--- config.mk ---
export PLATFORM = sky130hd
export DESIGN_NAME = bridge_cfg_regs
export DESIGN_NICKNAME = d
export VERILOG_FILES = /design/src/rtl/bcfg_pkg.sv /design/src/rtl/bcfg_ctrl.sv /design/src/rtl/bcfg_datapath.sv /design/src/rtl/bridge_cfg_regs.sv
export SDC_FILE = /design/constraint.sdc
export NUM_CORES = 1
export LEC_CHECK = 0
export CAP_MARGIN = 10
export CELL_PAD_IN_SITES_DETAIL_PLACEMENT = 1
export CELL_PAD_IN_SITES_GLOBAL_PLACEMENT = 2
export CORE_MARGIN = 3
export CORE_UTILIZATION = 34
export DETAILED_ROUTE_END_ITERATION = 8
export GPL_TIMING_DRIVEN = 0
export PLACE_DENSITY = 0.77
export SYNTH_ARGS = -nofsm -noshare
export SYNTH_HDL_FRONTEND = slang
export SYNTH_SLANG_ARGS = --single-unit
--- constraint.sdc ---
create_clock -name clk -period 1.8 [get_ports clk]
set_input_delay 0.36 -clock clk [delete_from_list [all_inputs] [get_ports clk]]
set_output_delay 0.36 -clock clk [all_outputs]
set_load 0.005 [all_outputs]
--- src/rtl/bcfg_pkg.sv ---
package bcfg_pkg;
  localparam int HDR_DWORDS = 16;
  localparam int IDX_W      = $clog2(HDR_DWORDS);
  localparam int HDR_BYTES  = HDR_DWORDS * 4;

  // dword positions inside the type-1 header
  localparam int DW_CMD   = 1;
  localparam int DW_CLASS = 2;
  localparam int DW_HTYPE = 3;
  localparam int DW_BUS   = 6;
  localparam int DW_IO    = 7;
  localparam int DW_MEM   = 8;
  localparam int DW_PREF  = 9;
  localparam int DW_PBUP  = 10;
  localparam int DW_PLUP  = 11;
  localparam int DW_IOUP  = 12;
  localparam int DW_CTL   = 15;

  localparam logic [15:0] STATUS_CAPS = 16'h00A0;
  localparam logic [23:0] CLASS_P2P   = 24'h060400;
  localparam int          CTL_RST_BIT = 6;

  typedef struct packed {
    logic [HDR_DWORDS-1:0] dwHit;
    logic [3:0]            laneEn;
    logic                  presetOff;
  } cfgStrobe_t;
endpackage

--- src/rtl/bcfg_ctrl.sv ---
module bcfg_ctrl
  import bcfg_pkg::*;
(
  input  logic             clk,
  input  logic             rst,
  input  logic             wrEn,
  input  logic [IDX_W-1:0] wrIdx,
  input  logic [3:0]       wrBe,
  input  logic [31:0]      wrData,
  input  logic             fwdOff,
  input  logic             busRstBit,
  output cfgStrobe_t       strobe,
  output logic             remapPulse,
  output logic             secResetPulse
);
  function automatic logic [HDR_BYTES-1:0] winBytes();
    logic [HDR_BYTES-1:0] m;
    for (int b = 0; b < HDR_BYTES; b++) begin
      m[b] = (b >= 4  && b <= 5)  || (b >= 28 && b <= 29) ||
             (b >= 32 && b <= 51) || (b >= 62 && b <= 63);
    end
    return m;
  endfunction

  localparam logic [HDR_BYTES-1:0] WIN_MASK = winBytes();
  localparam int CTL_DATA_BIT = 16 + CTL_RST_BIT;

  logic [HDR_BYTES-1:0] touched;
  logic                 writeLive;
  logic                 remapNext;
  logic                 rstNext;

  assign writeLive = wrEn && !fwdOff;
  assign touched   = HDR_BYTES'(wrBe) << {wrIdx, 2'b00};

  always_comb begin
    strobe.dwHit     = '0;
    strobe.laneEn    = wrBe;
    strobe.presetOff = fwdOff;
    if (writeLive) strobe.dwHit[wrIdx] = 1'b1;
  end

  assign remapNext = (writeLive && |(touched & WIN_MASK)) || fwdOff;
  assign rstNext   = writeLive && (wrIdx == IDX_W'(DW_CTL)) && wrBe[2] &&
                     wrData[CTL_DATA_BIT] && !busRstBit;

  always_ff @(posedge clk) begin
    if (rst) begin
      remapPulse    <= 1'b0;
      secResetPulse <= 1'b0;
    end else begin
      remapPulse    <= remapNext;
      secResetPulse <= rstNext;
    end
  end

  p_remap_cause_r4: assert property (@(posedge clk) disable iff (rst)
    remapPulse |-> (!$past(rst) && $past(wrEn || fwdOff)));

  p_secrst_edge_r5: assert property (@(posedge clk) disable iff (rst)
    secResetPulse |-> (busRstBit && !$past(busRstBit)));

  p_secrst_remap_r5: assert property (@(posedge clk) disable iff (rst)
    secResetPulse |-> remapPulse);
endmodule

--- src/rtl/bcfg_datapath.sv ---
module bcfg_datapath
  import bcfg_pkg::*;
#(
  parameter logic [15:0] VENDOR_ID  = 16'h1A2B,
  parameter logic [15:0] DEVICE_ID  = 16'h0B01,
  parameter logic [7:0]  REV_ID     = 8'h00,
  parameter bit          MULTI_FUNC = 1'b0,
  parameter bit          IO32       = 1'b1,
  parameter bit          PREF64     = 1'b1,
  parameter logic [15:0] CMD_WMASK  = 16'h0547,
  parameter logic [15:0] CTL_WMASK  = 16'h0FFF
)(
  input  logic             clk,
  input  logic             rst,
  input  cfgStrobe_t       strobe,
  input  logic [31:0]      wrData,
  input  logic [IDX_W-1:0] rdIdx,
  output logic [31:0]      rdData,
  output logic             busRstBit
);
  localparam logic [3:0] IO_TYPE   = IO32   ? 4'h1 : 4'h0;
  localparam logic [3:0] PREF_TYPE = PREF64 ? 4'h1 : 4'h0;
  localparam logic [7:0] HDR_TYPE  = {MULTI_FUNC, 7'h01};

  logic [15:0] cmdReg, brCtl;
  logic [7:0]  priBus, secBus, subBus, secLat;
  logic [3:0]  ioBaseA, ioLimA;
  logic [11:0] memBaseA, memLimA, prefBaseA, prefLimA;
  logic [31:0] prefBaseUp, prefLimUp;
  logic [15:0] ioBaseUp, ioLimUp;
  logic [3:0]  be;
  logic [15:0] hit;

  assign be  = strobe.laneEn;
  assign hit = strobe.dwHit;

  always_ff @(posedge clk) begin
    if (rst) begin
      cmdReg <= '0; brCtl <= '0;
      priBus <= '0; secBus <= '0; subBus <= '0; secLat <= '0;
      ioBaseA <= '0; ioLimA <= '0;
      memBaseA <= '0; memLimA <= '0; prefBaseA <= '0; prefLimA <= '0;
      prefBaseUp <= '0; prefLimUp <= '0; ioBaseUp <= '0; ioLimUp <= '0;
    end else if (strobe.presetOff) begin
      ioBaseA    <= '1; ioLimA    <= '0;
      memBaseA   <= '1; memLimA   <= '0;
      prefBaseA  <= '1; prefLimA  <= '0;
      prefBaseUp <= '0; prefLimUp <= '0;
    end else begin
      if (hit[DW_CMD]) begin
        if (be[0]) cmdReg[7:0]  <= wrData[7:0]  & CMD_WMASK[7:0];
        if (be[1]) cmdReg[15:8] <= wrData[15:8] & CMD_WMASK[15:8];
      end
      if (hit[DW_BUS]) begin
        if (be[0]) priBus <= wrData[7:0];
        if (be[1]) secBus <= wrData[15:8];
        if (be[2]) subBus <= wrData[23:16];
        if (be[3]) secLat <= wrData[31:24];
      end
      if (hit[DW_IO]) begin
        if (be[0]) ioBaseA <= wrData[7:4];
        if (be[1]) ioLimA  <= wrData[15:12];
      end
      if (hit[DW_MEM]) begin
        if (be[0]) memBaseA[3:0]  <= wrData[7:4];
        if (be[1]) memBaseA[11:4] <= wrData[15:8];
        if (be[2]) memLimA[3:0]   <= wrData[23:20];
        if (be[3]) memLimA[11:4]  <= wrData[31:24];
      end
      if (hit[DW_PREF]) begin
        if (be[0]) prefBaseA[3:0]  <= wrData[7:4];
        if (be[1]) prefBaseA[11:4] <= wrData[15:8];
        if (be[2]) prefLimA[3:0]   <= wrData[23:20];
        if (be[3]) prefLimA[11:4]  <= wrData[31:24];
      end
      if (PREF64 && hit[DW_PBUP]) begin
        for (int i = 0; i < 4; i++)
          if (be[i]) prefBaseUp[i*8 +: 8] <= wrData[i*8 +: 8];
      end
      if (PREF64 && hit[DW_PLUP]) begin
        for (int i = 0; i < 4; i++)
          if (be[i]) prefLimUp[i*8 +: 8] <= wrData[i*8 +: 8];
      end
      if (IO32 && hit[DW_IOUP]) begin
        if (be[0]) ioBaseUp[7:0]  <= wrData[7:0];
        if (be[1]) ioBaseUp[15:8] <= wrData[15:8];
        if (be[2]) ioLimUp[7:0]   <= wrData[23:16];
        if (be[3]) ioLimUp[15:8]  <= wrData[31:24];
      end
      if (hit[DW_CTL]) begin
        if (be[2]) brCtl[7:0]  <= wrData[23:16] & CTL_WMASK[7:0];
        if (be[3]) brCtl[15:8] <= wrData[31:24] & CTL_WMASK[15:8];
      end
    end
  end

  assign busRstBit = brCtl[CTL_RST_BIT];

  always_comb begin
    case (rdIdx)
      4'd0:              rdData = {DEVICE_ID, VENDOR_ID};
      IDX_W'(DW_CMD):    rdData = {STATUS_CAPS, cmdReg};
      IDX_W'(DW_CLASS):  rdData = {CLASS_P2P, REV_ID};
      IDX_W'(DW_HTYPE):  rdData = {8'h00, HDR_TYPE, 16'h0000};
      IDX_W'(DW_BUS):    rdData = {secLat, subBus, secBus, priBus};
      IDX_W'(DW_IO):     rdData = {STATUS_CAPS, ioLimA, IO_TYPE, ioBaseA, IO_TYPE};
      IDX_W'(DW_MEM):    rdData = {memLimA, 4'h0, memBaseA, 4'h0};
      IDX_W'(DW_PREF):   rdData = {prefLimA, PREF_TYPE, prefBaseA, PREF_TYPE};
      IDX_W'(DW_PBUP):   rdData = prefBaseUp;
      IDX_W'(DW_PLUP):   rdData = prefLimUp;
      IDX_W'(DW_IOUP):   rdData = {ioLimUp, ioBaseUp};
      IDX_W'(DW_CTL):    rdData = {brCtl, 16'h0000};
      default:           rdData = 32'h0;
    endcase
  end

  p_reset_clear_r1: assert property (@(posedge clk) disable iff (rst)
    $past(rst) |-> (cmdReg == 0 && brCtl == 0 && priBus == 0 && secBus == 0 &&
                    subBus == 0 && secLat == 0 && ioBaseA == 0 && ioLimA == 0 &&
                    memBaseA == 0 && memLimA == 0 && prefBaseA == 0 &&
                    prefLimA == 0 && prefBaseUp == 0 && prefLimUp == 0));

  p_preset_empty_r6: assert property (@(posedge clk) disable iff (rst)
    ($past(strobe.presetOff) && !$past(rst)) |->
      (ioBaseA == 4'hF && ioLimA == 0 && memBaseA == 12'hFFF && memLimA == 0 &&
       prefBaseA == 12'hFFF && prefLimA == 0 && prefBaseUp == 0 && prefLimUp == 0));
endmodule

--- src/rtl/bridge_cfg_regs.sv ---
module bridge_cfg_regs
  import bcfg_pkg::*;
#(
  parameter logic [15:0] VENDOR_ID  = 16'h1A2B,
  parameter logic [15:0] DEVICE_ID  = 16'h0B01,
  parameter logic [7:0]  REV_ID     = 8'h00,
  parameter bit          MULTI_FUNC = 1'b0,
  parameter bit          IO32       = 1'b1,
  parameter bit          PREF64     = 1'b1,
  parameter logic [15:0] CMD_WMASK  = 16'h0547,
  parameter logic [15:0] CTL_WMASK  = 16'h0FFF
)(
  input  logic        clk,
  input  logic        rst,
  input  logic        wrEn,
  input  logic [3:0]  wrIdx,
  input  logic [3:0]  wrBe,
  input  logic [31:0] wrData,
  input  logic        fwdOff,
  input  logic [3:0]  rdIdx,
  output logic [31:0] rdData,
  output logic        remapPulse,
  output logic        secResetPulse
);
  cfgStrobe_t strobe;
  logic       busRstBit;

  bcfg_ctrl u_ctrl (
    .clk(clk), .rst(rst), .wrEn(wrEn), .wrIdx(wrIdx), .wrBe(wrBe),
    .wrData(wrData), .fwdOff(fwdOff), .busRstBit(busRstBit),
    .strobe(strobe), .remapPulse(remapPulse), .secResetPulse(secResetPulse)
  );

  bcfg_datapath #(
    .VENDOR_ID(VENDOR_ID), .DEVICE_ID(DEVICE_ID), .REV_ID(REV_ID),
    .MULTI_FUNC(MULTI_FUNC), .IO32(IO32), .PREF64(PREF64),
    .CMD_WMASK(CMD_WMASK), .CTL_WMASK(CTL_WMASK)
  ) u_dp (
    .clk(clk), .rst(rst), .strobe(strobe), .wrData(wrData),
    .rdIdx(rdIdx), .rdData(rdData), .busRstBit(busRstBit)
  );
endmodule

# Word level (Yosys, flattened, before mapping)
# Index checks and enable logic that the tools add are counted.
# W data, S select, Z words.
# word_totals
regBits,204
input_bits,48
out_inout_bits,34
wordCells,108
# op_classes
magnitude_cmp,2
eq_ne,12
shift,1
n_mux,12
n_bitwise,1
n_reduce_logical,48
# op_table
operator,n
$pmux W32 S12,1
$shl A4 B6 Y64,1
$mux W12,4
$reduce_and A2 Y1,18
$reduce_and A3 Y1,12
$eq A4 B4 Y1 const B,7
$reduce_or A26 Y1,1
$mux W16,1
$mux W4,3
$reduce_bool A2 Y1,5
$eq A4 B2 Y1 const B,2
$eq A4 B3 Y1 const B,2
$mux W8,1
$logic_and A1 B1 Y1,7
$lt A4 B5 Y1 const B,1
$demux W1 S4,1
$eq A4 B1 Y1 const B,1
$ge A4 B1 Y1 const B,1
$logic_not A4 Y1,1
$logic_not A1 Y1,2
$reduce_or A2 Y1,1
$logic_or A1 B1 Y1,1
$mux W1,1
$not A1 Y1,1

# Longest topological paths before layout
# logic_depth
word_depth,7
mapped_depth,7
ltp_nobuf,4

# By module
# A second synthesis with hierarchy kept.
# unflattened
cells_unflattened,1231
hier_area_um2,9506.6
# by_module_without_submodules
module,n_inst,cells_per_inst,area_each_um2,seq_area_each_um2
bcfg_datapath,1,1186,9176.3,4043.9
bcfg_ctrl,1,45,330.3,40.0

# Worst setup path after synthesis
# Ideal clock, no wire load.
# synth_timing
kind,in2out
startpoint,input port rdIdx[1]
endpoint,output port rdData[15]
arrival_time_ns,1.386
required_ns,1.440
path_slack_ns,0.054
path_stages,6
path_buffers,2
cell_sequence,buf_2 -> nand2b_1 -> nor2_1 -> clkbuf_1 -> a32oi_1 -> o211ai_1
# synth_via
elab_chain_len,2
elab_cells_between_ends,13
cone_classes,11 x eq/ne; 1 x mux; 1 x reduce/logical
# synth_rtl
element,line_no,source
from (decl),bridge_cfg_regs.sv:20,"input logic [3:0] rdIdx,"
$eq A4 B4 Y1 (tied with other cells),bcfg_datapath.sv:100,case (rdIdx)
$pmux W32 S12 *,bcfg_datapath.sv:100,
to (decl),bridge_cfg_regs.sv:21,"output logic [31:0] rdData,"
# Every way passes the cells marked *; elsewhere a longest branch is shown, timed or not.

# Worst setup path in the final report
# layout_timing
startpoint,input port rdIdx[2]
endpoint,output port rdData[9]
# The elaborated chain is that of the path after synthesis.

==> results.md <==
- Hold Path Class: in2reg
- Layout cells sized above 1: 0.288
- Grt total ovfl: 0
- Pre-CTS setup slack: -2380 ps
- Sequential area share after synthesis: 0.449
- Slew HR: 0.379
- Outcome: finished, violations left
- Fin nets: 1389
- Number of global-route vias before repair: 10313
- DPL Wire Length: 30100 um
- Mapped cell area: 0.00910 sq mm
- Total GRT Usage: 0.314
- # diodes: 0
- Hold Vio Cnt, Final: 0
- Worst setup EP type: primary output
- Total CTS buffers: 25
- Vias: between 10000 and 15000
- Global-route wire length before repair: 67100 um
- Main synth FF type: dfxtp_1
- CP Buf/Inv Count: 6
- TritonCTS clock tree: done
- Worst path cell trace: buf_12 -> buf_8 -> buf_12 -> buf_16 -> nor2_4 -> buf_4 -> a222oi_1 -> o21ai_1 -> buf_2
- # DRC: 0
- Wire per inst: 27.6 um
- Worst Path Arrival: 1790 ps
- Unrepaired setup endpoints after global routing: yes
- Clock Skews: ~0.026 ps
- Worst-path clk slew: 60 ps
- Die Height: 170 um
- Cell Area, Placed: a little over 0.01 sq mm
- Die Footprint: 0.0288 sq mm
- Clock sink count: a little over 200
- Routed Antenna Nets: 0
- FMAX: 465 MHz
- Finished Cell Area: 0.0132 sq mm
- Initial antenna violation count: 0
- Clock Path Buffers: 3
- Cell family with most CP delay: buffers and inverters
- Max-cap viol count: 0
- PD cells: about 840 mW/mm^2
- Worst VDD drop: roughly 0.46 mV
- Power, Total: 11.1 mW
- Critical path required time: between 1000 and 1500 ps
- Largest net degree at the start of global routing: 13
- Starting density of the core: 0.347
- Root buf cell: clkbuf_16
- Synth cell types: 61
- Lkg Pwr: 5.06 nW
- # H-tree levels: 1
- Slowest CP cell: a222oi_1
- DRT Pass-1 Iters: 8
- Register area: 0.00410 sq mm
- Final period utilization: 1.19
- Final wirelength: about 47000 um
- Synthesis-to-layout area growth: 45.3%
- Hold buffers post-CTS: 0
- Crit path top cell by count: buf_12
- Core Box Area: 0.0262 sq mm
- Setup crit start kind: primary input
- Multi-input gate area: 0.00520 sq mm
- Synthesis warning total: 0
- Final Setup Violations: 33
- Async set-reset flop share out of synthesis: 0
- Worst Max-Slew Pin Slew: 932 ps
- Starting DRT DRC Count: 956
- CP peak stage delay: 420 ps
- Overall die width: 170 um
- Port bufs: 79
- #FFs+latches synth: 204
- Final Critical Period: roughly 2200 ps
- Number of synthesized flops with an enable pin: 0
- DR vias/cell: 6.02
- Worst Slack Setup Final: -350 ps
- Syn_area_per_cell: 8.09 sq um
- Failing checks: negative setup slack
- Hold WS: 332 ps
- Max FO, Critical Path: 4
- I/O Pins: 82
- Clock latency on the worst-skew pair: 540 ps
- Cells after Synth: ~1100
- GPL Wtd Cong: around 0.90
- Syn nets: 1174
- Cell Rows: 59
- Slew Limit Fails: 0
- Critical path class: in2out
- Fillers: 3070
[Yosys cell counts, drive strengths merged, types with 10 or more instances]
cell | n | area (sq um)
clkbuf | 46 | 174
o21ai | 112 | 561
mux2 | 12 | 135
buf | 49 | 249
nor2 | 36 | 138
and3 | 15 | 93.8
nand3 | 123 | 646
mux2i | 32 | 320
nor3 | 18 | 95.1
a32oi | 10 | 87.6
dfxtp | 204 | 4080
nand2 | 217 | 815
a22oi | 25 | 188
a22o | 14 | 123
nor2b | 12 | 75.1
a21oi | 115 | 576
[worst reg2reg max path: cells and delay by family (launching register included)]
kind	cells	cell delay, ps
simple gates	1	80
flops	1	410
compound gates	1	200
[kinds of logic (layout without fill, tap and decap cells)]
kind of cell / after synthesis / count (layout) / synth area share
AOI/OAI and AO/OA: 324 / 324 / 0.212
buffers and inverters: 102 / 334 / 0.0493
DFF: 204 / 204 / 0.449
muxes: 49 / 49 / 0.0624
and+or+nand+nor: 447 / 447 / 0.228
[state kept, by name, summed over array words and instances, names as in the netlist, 12 cells and up]
name / flops
u_dp.brCtl: 12
u_dp.ioBaseUp: 16
u_dp.ioLimUp: 16
u_dp.memBaseA: 12
u_dp.memLimA: 12
u_dp.prefBaseA: 12
u_dp.prefBaseUp: 32
u_dp.prefLimA: 12
u_dp.prefLimUp: 32
[worst paths after layout]
| check | depth (start not counted) | start | to | slack (ps) |
|---|---|---|---|---|
| min | 3 | rst | u_dp.ioLimA[3]$_SDFFE_PP0P_ | 330 |
| max reg2reg | 2 | u_dp.ioBaseA[1]$_SDFFE_PP0P_ | u_dp.ioBaseA[1]$_SDFFE_PP0P_ | 1020 |
| max | 9 | rdIdx[2] | rdData[9] | -350 |
| min reg2reg | 2 | u_dp.ioBaseUp[11]$_SDFFE_PP0P_ | u_dp.ioBaseUp[11]$_SDFFE_PP0P_ | 460 |
[final cells by class]
| cell class | count | share of cell area |
|---|---|---|
| well taps | 335 | 0.0317 |
| plain buffers | 92 | 0.0598 |
| inverters | 7 | 0.00350 |
| multi-input cells | 820 | 0.393 |
| repair buffers | 191 | 0.145 |
| clock buffers | 40 | 0.0538 |
| clock inverters | 4 | 0.00369 |
| flip-flops and latches | 204 | 0.310 |
[power by group]
part	total, mW	leakage, nW	internal, mW	switching (mW)
Combinational	1.53	3.03	0.637	0.896
Clock	4.91	0.370	2.83	2.08
Sequential	4.61	1.66	4.57	0.0390
Total	11.1	5.06	8.04	3.01
[cell usage in the layout, fill, tap and decap left out, drive strengths merged, types with 3 or more instances in the layout]
master and count:
a211oi 6, a21oi 115, a221oi 6, a22o 14
a22oi 25, a31oi 7, a32oi 10, and3 15
and4 4, buf 193, clkbuf 87, clkdlybuf4s50 39
clkinv 3, dfxtp 204, inv 5, mux2 12
mux2i 32, mux4 5, nand2 217, nand2b 4
nand3 123, nand4 6, nor2 36, nor2b 12
nor3 18, nor3b 4, o211ai 5, o21ai 112
o221ai 4
[stage by stage]
step,cells,TNS (ps),util
after floorplan,1126,0,-
after global placement,1540,-183010,0.394
after detailed placement,1540,-187420,0.394
after CTS,1687,-6680,0.493
after global routing,1693,-8030,0.505
final,1693,-7110,0.505
[repair_timing]
action	CTS	global route
pin swaps	67	46
resized for setup	446	71
cloned	6	0
setup buffers	98	10
setup endpoints to repair	188	93
[metal layers]
layer	track usage	share of wire	wire length, um
met4	0.146	0.048	2260
met1	0.409	0.42	19600
met5	0	0	0
met2	0.498	0.45	21000
met3	0.0689	0.082	3850
Power figures use the tool's default switching activity.
